`config.mk`:
```
export PLATFORM = sky130hd
export DESIGN_NAME = tlp_hdr_decoder
export DESIGN_NICKNAME = d
export VERILOG_FILES = /design/src/rtl/tlp_dec_pkg.sv /design/src/rtl/tlp_dw0_classify.sv /design/src/rtl/tlp_beat_seq.sv /design/src/rtl/tlp_field_extract.sv /design/src/rtl/tlp_hdr_decoder.sv
export SDC_FILE = /design/constraint.sdc
export NUM_CORES = 1
export LEC_CHECK = 0
export BUFFER_PORTS_ARGS = -buffer_cell sky130_fd_sc_hd__buf_2
export CORE_UTILIZATION = 47
export CTS_CLUSTER_SIZE = 25
export DETAILED_ROUTE_END_ITERATION = 7
export GPL_TIMING_DRIVEN = 0
export MAX_ROUTING_LAYER = met4
export PLACE_DENSITY = 0.7
export SYNTH_ARGS = -nofsm -noshare
export SYNTH_HDL_FRONTEND = slang
export SYNTH_SLANG_ARGS = --single-unit
```
`constraint.sdc`:
```
create_clock -name clk -period 11.8 [get_ports clk]
set_input_delay 3.54 -clock clk [delete_from_list [all_inputs] [get_ports clk]]
set_output_delay 3.54 -clock clk [all_outputs]
set_load 0.005 [all_outputs]
```
`src/rtl/tlp_dec_pkg.sv`:
```
// Package tlp_dec_pkg
// Shared widths, code points and record types of the header decoder.
// Assumes big-endian byte order inside each 32-bit doubleword.
package tlp_dec_pkg;

    localparam int DW_W     = 32;
    localparam int ADDR_W   = 64;
    localparam int LEN_W    = 10;
    localparam int PAY_W    = LEN_W + 1;
    localparam int MAX_HDR  = 4;
    localparam int IDX_W    = $clog2(MAX_HDR);
    localparam int HSZ_W    = $clog2(MAX_HDR) + 1;

    localparam logic [4:0] TY_MEM  = 5'b00000;
    localparam logic [4:0] TY_CFG0 = 5'b00100;
    localparam logic [4:0] TY_CPL  = 5'b01010;
    localparam logic [4:0] TY_FADD = 5'b01100;
    localparam logic [4:0] TY_DMWR = 5'b11011;
    localparam logic [2:0] FM_PREFIX = 3'b100;

    typedef enum logic [3:0] {
        K_NONE   = 4'd0,
        K_MEM_RD = 4'd1,
        K_MEM_WR = 4'd2,
        K_CFG_RD = 4'd3,
        K_CFG_WR = 4'd4,
        K_CPL    = 4'd5,
        K_CPLD   = 4'd6,
        K_FADD   = 4'd7,
        K_DMWR   = 4'd8,
        K_PREFIX = 4'd9
    } tlp_kind_e;

    typedef enum logic [1:0] {
        E_NONE  = 2'd0,
        E_FMT   = 2'd1,
        E_TYPE  = 2'd2,
        E_COMBO = 2'd3
    } tlp_err_e;

    typedef struct packed {
        tlp_kind_e        kind;
        tlp_err_e         err;
        logic [HSZ_W-1:0] hdr_dw;
        logic             has_data;
        logic             non_posted;
    } tlp_class_t;

    typedef struct packed {
        logic [2:0]        tc;
        logic [PAY_W-1:0]  pay_dw;
        logic [15:0]       req_id;
        logic [7:0]        tag;
        logic [3:0]        last_be;
        logic [3:0]        first_be;
        logic [ADDR_W-1:0] addr;
        logic [7:0]        bus;
        logic [4:0]        dev;
        logic [2:0]        func;
        logic [9:0]        regn;
        logic [15:0]       cpl_id;
        logic [2:0]        cpl_status;
        logic [11:0]       byte_cnt;
        logic [6:0]        lower_addr;
    } tlp_fields_t;

endpackage

```
`src/rtl/tlp_dw0_classify.sv`:
```
// Module tlp_dw0_classify
// Classifies a packet from the format and type bits of its first doubleword
// (byte 0 only). Purely combinational. On any error every other result is 0.
module tlp_dw0_classify
    import tlp_dec_pkg::*;
(
    input  logic [7:0] dw0_b0,
    output tlp_class_t cls
);

    logic [2:0] fmt;
    logic [4:0] typ;
    logic       four;
    logic       data;

    assign fmt  = dw0_b0[7:5];
    assign typ  = dw0_b0[4:0];
    assign four = fmt[0];
    assign data = fmt[1];

    // Map format and type to kind, size, data presence, ordering class or error.
    always_comb begin
        cls = '0;
        if (fmt == FM_PREFIX) begin
            cls.kind   = K_PREFIX;
            cls.hdr_dw = HSZ_W'(1);
        end else if (fmt[2]) begin
            cls.err = E_FMT;
        end else begin
            unique case (typ)
                TY_MEM: begin
                    cls.kind       = data ? K_MEM_WR : K_MEM_RD;
                    cls.non_posted = !data;
                end
                TY_CFG0: begin
                    if (four) cls.err = E_COMBO;
                    else begin
                        cls.kind       = data ? K_CFG_WR : K_CFG_RD;
                        cls.non_posted = 1'b1;
                    end
                end
                TY_CPL: begin
                    if (four) cls.err = E_COMBO;
                    else cls.kind = data ? K_CPLD : K_CPL;
                end
                TY_FADD, TY_DMWR: begin
                    if (!data) cls.err = E_COMBO;
                    else begin
                        cls.kind       = (typ == TY_FADD) ? K_FADD : K_DMWR;
                        cls.non_posted = 1'b1;
                    end
                end
                default: cls.err = E_TYPE;
            endcase
            if (cls.err == E_NONE) begin
                cls.hdr_dw   = four ? HSZ_W'(4) : HSZ_W'(3);
                cls.has_data = data;
            end
        end
    end

endmodule

```
`src/rtl/tlp_beat_seq.sv`:
```
// Module tlp_beat_seq
// Tracks the beats of one header: index of the current beat, the class
// latched from the first beat, and the strobe for the final beat.
// A start beat always restarts; non-start beats count only mid-header.
module tlp_beat_seq
    import tlp_dec_pkg::*;
(
    input  logic             clk,
    input  logic             rst_n,
    input  logic             in_valid,
    input  logic             in_sop,
    input  tlp_class_t       cls_now,
    output logic             take,
    output logic [IDX_W-1:0] idx,
    output logic             last,
    output tlp_class_t       cls_use
);

    logic             busy;
    logic [IDX_W-1:0] idx_q;
    tlp_class_t       cls_q;

    // Accept decision, beat position and final-beat detection.
    always_comb begin
        take    = in_valid && (in_sop || busy);
        idx     = in_sop ? '0 : idx_q;
        cls_use = in_sop ? cls_now : cls_q;
        last    = take && ((cls_use.err != E_NONE) ||
                           ({1'b0, idx} == cls_use.hdr_dw - HSZ_W'(1)));
    end

    // Progress through the header and hold the first-beat class.
    always_ff @(posedge clk) begin
        if (!rst_n) begin
            busy  <= 1'b0;
            idx_q <= '0;
            cls_q <= '0;
        end else begin
            if (take) begin
                busy  <= !last;
                idx_q <= idx + 1'b1;
            end
            if (take && in_sop) cls_q <= cls_now;
        end
    end

endmodule

```
`src/rtl/tlp_field_extract.sv`:
```
// Module tlp_field_extract
// Picks the kind-specific fields out of header doublewords 1 to 3 and
// computes traffic class and payload size. Fields the kind lacks are 0.
module tlp_field_extract
    import tlp_dec_pkg::*;
(
    input  tlp_kind_e    kind,
    input  logic         has_data,
    input  logic         four_dw,
    input  logic [2:0]   tc_in,
    input  logic [LEN_W-1:0] len_in,
    input  logic [MAX_HDR-1:1][DW_W-1:0] w,
    output tlp_fields_t  fld
);

    logic [ADDR_W-1:0] addr_sel;

    // Address routing by header length.
    assign addr_sel = four_dw ? {w[2], w[3]} : {{(ADDR_W-DW_W){1'b0}}, w[2]};

    // Field selection by packet kind.
    always_comb begin
        fld = '0;
        if (kind != K_NONE && kind != K_PREFIX) begin
            fld.tc = tc_in;
            if (has_data)
                fld.pay_dw = (len_in == '0) ? PAY_W'(1 << LEN_W) : PAY_W'(len_in);
        end
        unique case (kind)
            K_MEM_RD, K_MEM_WR, K_FADD, K_DMWR, K_CFG_RD, K_CFG_WR: begin
                fld.req_id   = w[1][31:16];
                fld.tag      = w[1][15:8];
                fld.last_be  = w[1][7:4];
                fld.first_be = w[1][3:0];
                if (kind == K_CFG_RD || kind == K_CFG_WR) begin
                    fld.bus  = w[2][31:24];
                    fld.dev  = w[2][23:19];
                    fld.func = w[2][18:16];
                    fld.regn = w[2][11:2];
                end else begin
                    fld.addr = addr_sel;
                end
            end
            K_CPL, K_CPLD: begin
                fld.cpl_id     = w[1][31:16];
                fld.cpl_status = w[1][15:13];
                fld.byte_cnt   = w[1][11:0];
                fld.req_id     = w[2][31:16];
                fld.tag        = w[2][15:8];
                fld.lower_addr = w[2][6:0];
            end
            default: ;
        endcase
    end

endmodule

```
`src/rtl/tlp_hdr_decoder.sv`:
```
// Module tlp_hdr_decoder
// Top of the non-flit header decoder. Captures header doublewords, runs
// classification and field extraction on the final beat, and registers
// all results with a one-cycle done pulse. Errors hold until the next start.
module tlp_hdr_decoder
    import tlp_dec_pkg::*;
(
    input  logic        clk,
    input  logic        rst_n,
    input  logic        in_valid,
    input  logic        in_sop,
    input  logic [31:0] in_dw,
    output logic        out_done,
    output logic [1:0]  out_err,
    output logic [3:0]  out_kind,
    output logic [2:0]  out_hdr_dw,
    output logic        out_has_data,
    output logic        out_non_posted,
    output logic [2:0]  out_tc,
    output logic [10:0] out_pay_dw,
    output logic [15:0] out_req_id,
    output logic [7:0]  out_tag,
    output logic [3:0]  out_last_be,
    output logic [3:0]  out_first_be,
    output logic [63:0] out_addr,
    output logic [7:0]  out_bus,
    output logic [4:0]  out_dev,
    output logic [2:0]  out_func,
    output logic [9:0]  out_reg,
    output logic [15:0] out_cpl_id,
    output logic [2:0]  out_cpl_status,
    output logic [11:0] out_byte_cnt,
    output logic [6:0]  out_lower_addr
);

    tlp_class_t       cls_now;
    tlp_class_t       cls_use;
    logic             take;
    logic             last;
    logic [IDX_W-1:0] idx;

    logic [2:0]       tc_q, tc_m;
    logic [LEN_W-1:0] len_q, len_m;
    logic [MAX_HDR-1:1][DW_W-1:0] hdr_q;
    logic [MAX_HDR-1:1][DW_W-1:0] hdr_m;
    tlp_fields_t      fld_next, fld_q;
    tlp_class_t       res_q;
    tlp_err_e         err_q;
    logic             done_q;

    tlp_dw0_classify i_classify (
        .dw0_b0 (in_dw[31:24]),
        .cls    (cls_now)
    );

    tlp_beat_seq i_seq (
        .clk      (clk),
        .rst_n    (rst_n),
        .in_valid (in_valid),
        .in_sop   (in_sop),
        .cls_now  (cls_now),
        .take     (take),
        .idx      (idx),
        .last     (last),
        .cls_use  (cls_use)
    );

    // First-doubleword fields: live on the start beat, stored afterwards.
    assign tc_m  = in_sop ? in_dw[22:20] : tc_q;
    assign len_m = in_sop ? in_dw[LEN_W-1:0] : len_q;

    // Per-slot merge of the word arriving this beat with stored words.
    for (genvar g = 1; g < MAX_HDR; g++) begin : g_merge
        assign hdr_m[g] = (take && idx == IDX_W'(g)) ? in_dw : hdr_q[g];
    end

    tlp_field_extract i_extract (
        .kind     (cls_use.kind),
        .has_data (cls_use.has_data),
        .four_dw  (cls_use.hdr_dw == HSZ_W'(4)),
        .tc_in    (tc_m),
        .len_in   (len_m),
        .w        (hdr_m),
        .fld      (fld_next)
    );

    // Store header words and first-word fields as beats are accepted.
    always_ff @(posedge clk) begin
        if (!rst_n) begin
            hdr_q <= '0;
            tc_q  <= '0;
            len_q <= '0;
        end else if (take) begin
            hdr_q <= hdr_m;
            if (in_sop) begin
                tc_q  <= in_dw[22:20];
                len_q <= in_dw[LEN_W-1:0];
            end
        end
    end

    // Register results on the final beat; clear the error on a new start.
    always_ff @(posedge clk) begin
        if (!rst_n) begin
            done_q <= 1'b0;
            res_q  <= '0;
            fld_q  <= '0;
            err_q  <= E_NONE;
        end else begin
            done_q <= last;
            if (last) begin
                res_q <= cls_use;
                fld_q <= fld_next;
                err_q <= cls_use.err;
            end else if (take && in_sop) begin
                err_q <= E_NONE;
            end
        end
    end

    assign out_done       = done_q;
    assign out_err        = err_q;
    assign out_kind       = res_q.kind;
    assign out_hdr_dw     = res_q.hdr_dw;
    assign out_has_data   = res_q.has_data;
    assign out_non_posted = res_q.non_posted;
    assign out_tc         = fld_q.tc;
    assign out_pay_dw     = fld_q.pay_dw;
    assign out_req_id     = fld_q.req_id;
    assign out_tag        = fld_q.tag;
    assign out_last_be    = fld_q.last_be;
    assign out_first_be   = fld_q.first_be;
    assign out_addr       = fld_q.addr;
    assign out_bus        = fld_q.bus;
    assign out_dev        = fld_q.dev;
    assign out_func       = fld_q.func;
    assign out_reg        = fld_q.regn;
    assign out_cpl_id     = fld_q.cpl_id;
    assign out_cpl_status = fld_q.cpl_status;
    assign out_byte_cnt   = fld_q.byte_cnt;
    assign out_lower_addr = fld_q.lower_addr;

endmodule

```
* Yosys cells after proc, flatten, opt, wreduce, memory -nomap -nowiden
Index checks and enable logic that the tools add are counted. Widths: inputs -> output; s select.
Word-level totals: register bits 309, input port bits 36, logic and storage cells 119
Operators by class: add/subtract/negate cells 2, equal/unequal tests 19, mux-type cells 43, reductions and logical operators 22
Operators with widths (count):
- $mux 64 | 2
- $mux 98 | 1
- $mux 32 | 3
- $pmux 24 s2 | 1
- $mux 38 | 1
- $mux 11 | 3
- $mux 4 | 7
- $mux 26 | 1
- $mux 2 | 12
- $eq 4x3->1 const B | 4
- $pmux 4 s4 | 1
- $mux 14 | 1
- $mux 3 | 4
- $eq 5x4->1 const B | 2
- $logic_not 10->1 | 1
- $mux 10 | 1
- $eq 4x2->1 const B | 2
- $logic_and 1x1->1 | 7
- $eq 3x3->1 const B | 2
- $pmux 2 s3 | 1
- $reduce_or 2->1 | 3
- $reduce_or 6->1 | 1
- $eq 5x3->1 const B | 1
- $eq 5x5->1 const B | 1
- other kinds (17) | 23

* Longest topological paths before layout
depth after elaboration 15, gate-level depth with buffers 18

* Modules after synthesis
From an unflattened synthesis, not the netlist that was laid out.
Second synthesis, totals: cells, all modules 1391, area, all modules 14620.3 µm²
By module, submodules not included:
- tlp_hdr_decoder | instances 1, cells each 984, area an instance 11685.0 µm², seq. area each 5905.7 µm²
- tlp_field_extract | instances 1, cells each 257, area an instance 1750.4 µm², seq. area each 0.0 µm²
- tlp_beat_seq | instances 1, cells each 92, area an instance 770.7 µm², seq. area each 280.3 µm²
- tlp_dw0_classify | instances 1, cells each 58, area an instance 414.1 µm², seq. area each 0.0 µm²

* Worst setup path after synthesis
Ideal clock, no wire load.
path kind input port to flip-flop, start input in_sop, end register fld_q (netlist bit out_req_id[0]), setup time 0.122 ns, arrival time 6.331 ns, path slack 5.347 ns, stages 13, cells stage by stage buf_2 -> buf_2 -> buf_1 -> clkbuf_1 -> nand2b_1 -> inv_1 -> ha_1 -> nand2_1 -> buf_2 -> mux2i_1 -> nand2b_1 -> nor2_1 -> a221o_1
On the way: cells in the longest elaborated chain, start to end 5
RTL lines:
- start: declaration | RTL line tlp_hdr_decoder.sv:11 | input logic in_sop,
- $mux 11, or another cell as far along | RTL line tlp_beat_seq.sv:27 | cls_use = in_sop ? cls_now : cls_q;
- $sub 3x1->3, or another cell as far along | RTL line tlp_beat_seq.sv:29 | ({1'b0, idx} == cls_use.hdr_dw - HSZ_W'(1)));
- $eq 2x3->1 / $logic_and 1x1->1 (equally long branches) | RTL line tlp_beat_seq.sv:29, tlp_hdr_decoder.sv:74
- $logic_or 1x1->1 / $mux 32 (equally long branches) | RTL line tlp_beat_seq.sv:28, tlp_hdr_decoder.sv:74
- $logic_and 1x1->1 / $pmux 24 s2 (equally long branches) | RTL line tlp_beat_seq.sv:28, tlp_field_extract.sv:29
- end signal: assignment | RTL line tlp_hdr_decoder.sv:113 | fld_q <= fld_next;
- end: declaration | RTL line tlp_hdr_decoder.sv:46 | tlp_fields_t fld_next, fld_q;
Parallel ways exist; a longest one is shown, timed or not. A chain may end at the register's enable or synchronous reset.

* Worst setup path in the final report
start input in_sop, end register fld_q (netlist bit out_req_id[13])
The elaborated chain is that of the path after synthesis.

==> results.txt <==
- Share of synthesized area occupied by flip-flops and latches: 0.536
- Period minus WS final: about 7100 ps
- Compared with the post-synthesis result, the final layout area differs by 21.3%.
- The count of pins over their slew limit came to 0.
- The share of total power dissipated in sequential elements is 0.497.
- Of all flip-flops after synthesis, the portion carrying an async set or reset was 0.
* Number of sinks on the clock net: 309
- After clock tree synthesis, the clock-pin slew on the worst setup and hold paths is 60 ps.
- The internal portion of the total power is 1.63 mW.
- Initial DRT Pass Iterations: 5
- The run finished with clean final reports.
- The initial antenna violation count was 1.
- DR vias: 9912
- Maximum VDD drop: just over 0.1 mV
- The synthesized netlist occupies a cell area of 11500 sq um.
- Post-synth EDFFs: 0
- In this run the core area contains 56 standard-cell rows.
- Insertion delay of the later-clocked pin in the worst-skew pair: about 570 ps
- The number of endpoints with negative hold slack in the final report is 0.
- Number of storage elements in the synthesis netlist: 309
- H-Tree Level Count: 1
- Fin crit share: 0.605
* Detailed-route vias per instance: 5.49
* Total detailed-routing wirelength: 35.6 mm
- STA puts the critical path data arrival time at ~7600 ps.
- The total area inside the core boundary comes to between 20000 and 25000 sq um.
- Of the total power, the clock network draws 0.440.
- Setup violations remaining at the end of the flow were counted as 0.
* Number of remaining DRC errors: 0
- For flop-to-flop paths, the worst setup slack is 8770 ps.
* Critical-path maximum fanout: 10
- Of the cells placed in the final design, the portion with a size suffix greater than 1 is 0.213.
- Global-route wire length before repair: 55.6 mm
- Tot GR Track Use: 0.289
* Total CTS buffers: 30
- Overall die height: about 160 microns
* Detailed-placement wirelength estimate: 25.7 mm
- Instance count of the mapped netlist: 1212
- Type of the worst setup path: in -> reg
- Counting cells, the worst reg-to-reg path comes to 12.
- Yosys mapped the design onto 61 distinct sky130hd cell types.
- Register containing the most flip-flops in the final layout: hdr_q
* Startpoint of the tightest hold check path: out_reg[9]$_SDFFE_PN0P_
- Entering global routing, the biggest net connects 16 pins.
- The worst register-to-register path begins at i_seq.cls_q[2]$_SDFFE_PN0P_.
- STA classifies the critical path startpoint as an input pin.
- Setup Buffers After CTS: 0
- Post-CTS repair changed the size of 0 cells.
- Max-cap violations in this run came to 0.
* Combinational share of power: 0.063
- The initial utilization of the core area, before any placement, comes to 0.486.
- Die Area: 25200 sq um
* Data required time at the worst endpoint: 12260 ps
* Remaining antenna violation count: 0
- Setup repair after global routing missed its margin: no
* Total power per unit cell area: 152 nW/um^2
* IO buf count: 221
- Among all flip-flop cells after synthesis, the most frequent one is dfxtp_1.
- Total negative slack: 0 ps
* Min-delay worst type: reg -> reg
- Hold path endpoint: out_reg[9]$_SDFFE_PN0P_
* Final net count: 1506
- CP endpoint kind: flip-flop
- X dimension of the die: ~160 microns
* Average wire per cell in the routed design: roughly 20 microns
* Mean post-synth cell area: 9.52 sq um
- In this run, the number of DRC markers left after iteration 0 of detailed routing was 718.
- NetSw: 0.501 mW
* Number of flip-flops in the largest register: 96
* Leak: 6.49 nW
- CTS tree: done
- Between clock sinks in the finished design, the worst skew comes to 16.7 ps.
* Weighted congestion at the end of routability-driven global placement: around 0.86
- Fmax achieved: 140 MHz
- Longest Clk Path Bufs: 3
- Worst-case headroom to the max-slew limit: 0.428
- Clock tree synthesis selected as its root buffer the cell clkbuf_16.
- Buffers inserted to repair hold after CTS numbered 0.
- Transition at the pin with the smallest max-transition slack: 858 ps
- Switching Share: 0.235
* Worst Hold Depth: 2
- For this run the aggregate overflow at the end of global routing stands at 0.
* Final total power: 2.13 mW
- During I/O placement, the number of pins put on the boundary was between 200 and 250.
- Via count of the first global-routing pass: approximately 9600
- Number of warning messages in the yosys log: 0
- The number of nets in the synthesized netlist is 1253.
- The endpoint identified for the worst register-to-register timing path is out_pay_dw[1]$_SDFFE_PN0P_.
metrics by stage:
stage / hold WS (ps) / utilization / worst slack (ps) / instance area (sq um) / std cells
after floorplan: 432 / - / 5350 / 11500 / 1212
final: 443 / 0.590 / 4660 / 14000 / 1804
after global routing: 465 / 0.590 / 4380 / 14000 / 1804
after CTS: 450 / 0.589 / 4710 / 14000 / 1803
after global placement: 430 / 0.549 / 4150 / 13000 / 1752
after detailed placement: 437 / 0.549 / 4130 / 13000 / 1752
cells by family after synthesis:
| kind of cell | Yosys count | share of synthesized area |
|---|---|---|
| AO/OA/AOI/OAI | 291 | 0.176 |
| XOR/XNOR | 4 | 0.00304 |
| adder cells (fa/ha/maj) | 6 | 0.00629 |
| buffers and inverters | 123 | 0.0441 |
| flip-flops | 309 | 0.536 |
| multiplexers | 108 | 0.0939 |
| AND/OR/NAND/NOR | 371 | 0.141 |
metal layers:
| metal | wire, microns | track usage | share of wire | vias to the layer above |
|---|---|---|---|---|
| met5 | 0 | - | 0 | - |
| met4 | 884 | 0.0834 | 0.025 | 0 |
| met3 | 2420 | 0.0434 | 0.068 | 56 |
| met2 | 16000 | 0.446 | 0.45 | 383 |
| met1 | 16300 | 0.390 | 0.46 | 4752 |
| li1 | - | - | - | 4721 |
cell type report:
type | instances | area (sq um)
well taps | 319 | 399
fillers | 2119 | 9750
clock buffers | 44 | 853
repair buffers | 221 | 1110
diodes | 1 | 2.50
inverters | 33 | 124
multi-input cells | 780 | 4850
clock inverters | 7 | 100
plain buffers | 90 | 385
flip-flops and latches | 309 | 6190
power by group through the flow:
stage / sequential [mW] / combinational, mW / clock, mW
floorplan: 1.08 / 0.0764 / 0
global placement: 1.08 / 0.130 / 0
detailed placement: 1.08 / 0.132 / 0
CTS: 1.06 / 0.132 / 0.947
global route: 1.06 / 0.144 / 0.994
finish: 1.06 / 0.134 / 0.939
cell usage in the layout (no fill, tap or decap), drive strengths merged, types with 6 or more instances in the layout:
master | Yosys | final
clkbuf | 51 | 95
a22o | 72 | 72
a22oi | 8 | 8
nor2 | 90 | 90
nand2b | 34 | 34
a31oi | 6 | 6
a21oi | 63 | 63
o21ai | 86 | 86
mux2i | 106 | 106
nand2 | 195 | 195
nor3 | 14 | 14
inv | 33 | 33
buf | 39 | 260
a221o | 25 | 25
a211oi | 7 | 7
and2 | 6 | 6
dfxtp | 309 | 309
synthesized netlist by cell type (2+ instances only):
| cell | n | share of area |
|---|---|---|
| dfxtp_1 | 309 | 0.54 |
| nand2_1 | 195 | 0.063 |
| mux2i_1 | 106 | 0.092 |
| nor2_1 | 90 | 0.029 |
| a22o_1 | 72 | 0.055 |
| a21oi_1 | 60 | 0.026 |
| o21ai_0 | 53 | 0.023 |
| clkbuf_1 | 51 | 0.017 |
| nand2b_1 | 34 | 0.018 |
| inv_1 | 33 | 0.011 |
| o21ai_1 | 33 | 0.014 |
| buf_2 | 32 | 0.014 |
| a221o_1 | 25 | 0.022 |
| nor3_1 | 13 | 0.0056 |
| a22oi_1 | 8 | 0.0052 |
| a211oi_1 | 7 | 0.0046 |
| and2_1 | 6 | 0.0033 |
| buf_1 | 5 | 0.0016 |
| ha_1 | 5 | 0.0054 |
| nand3_1 | 5 | 0.0022 |
| nor4_1 | 5 | 0.0027 |
| a31oi_1 | 4 | 0.0022 |
| nor2b_1 | 4 | 0.0022 |
| o21a_1 | 4 | 0.0026 |
| o22ai_1 | 4 | 0.0022 |
| a21o_1 | 3 | 0.0020 |
| a21oi_2 | 3 | 0.0023 |
| xnor2_1 | 3 | 0.0023 |
| a31oi_4 | 2 | 0.0037 |
| and3_1 | 2 | 0.0011 |
| buf_4 | 2 | 0.0013 |
| mux2_2 | 2 | 0.0020 |
| nand3b_1 | 2 | 0.0013 |
| o211ai_1 | 2 | 0.0013 |
| or4_1 | 2 | 0.0013 |
worst max-delay path, stage by stage:
cell	delay, ps
buf_2	180
buf_2	310
buf_2	320
buf_1	530
clkbuf_1	610
nand2b_1	230
inv_1	70
ha_1	190
nand2_1	210
buf_2	440
mux2i_1	370
nand2b_1	230
nor2_1	70
a221o_1	280
worst max-delay path by stage:
stage | slack [ps] | start | end | cells after the start
global route | 4380 | in_sop | out_req_id[13]$_SDFFE_PN0P_ | 14
global placement | 4150 | in_sop | out_tag[1]$_SDFFE_PN0P_ | 14
detailed placement | 4130 | in_sop | out_tag[1]$_SDFFE_PN0P_ | 14
finish | 4660 | in_sop | out_req_id[13]$_SDFFE_PN0P_ | 14
floorplan | 5350 | in_sop | out_req_id[0]$_SDFFE_PN0P_ | 13
CTS | 4710 | in_sop | out_tag[1]$_SDFFE_PN0P_ | 14
Note: power is estimated with default switching activity, not from simulation.
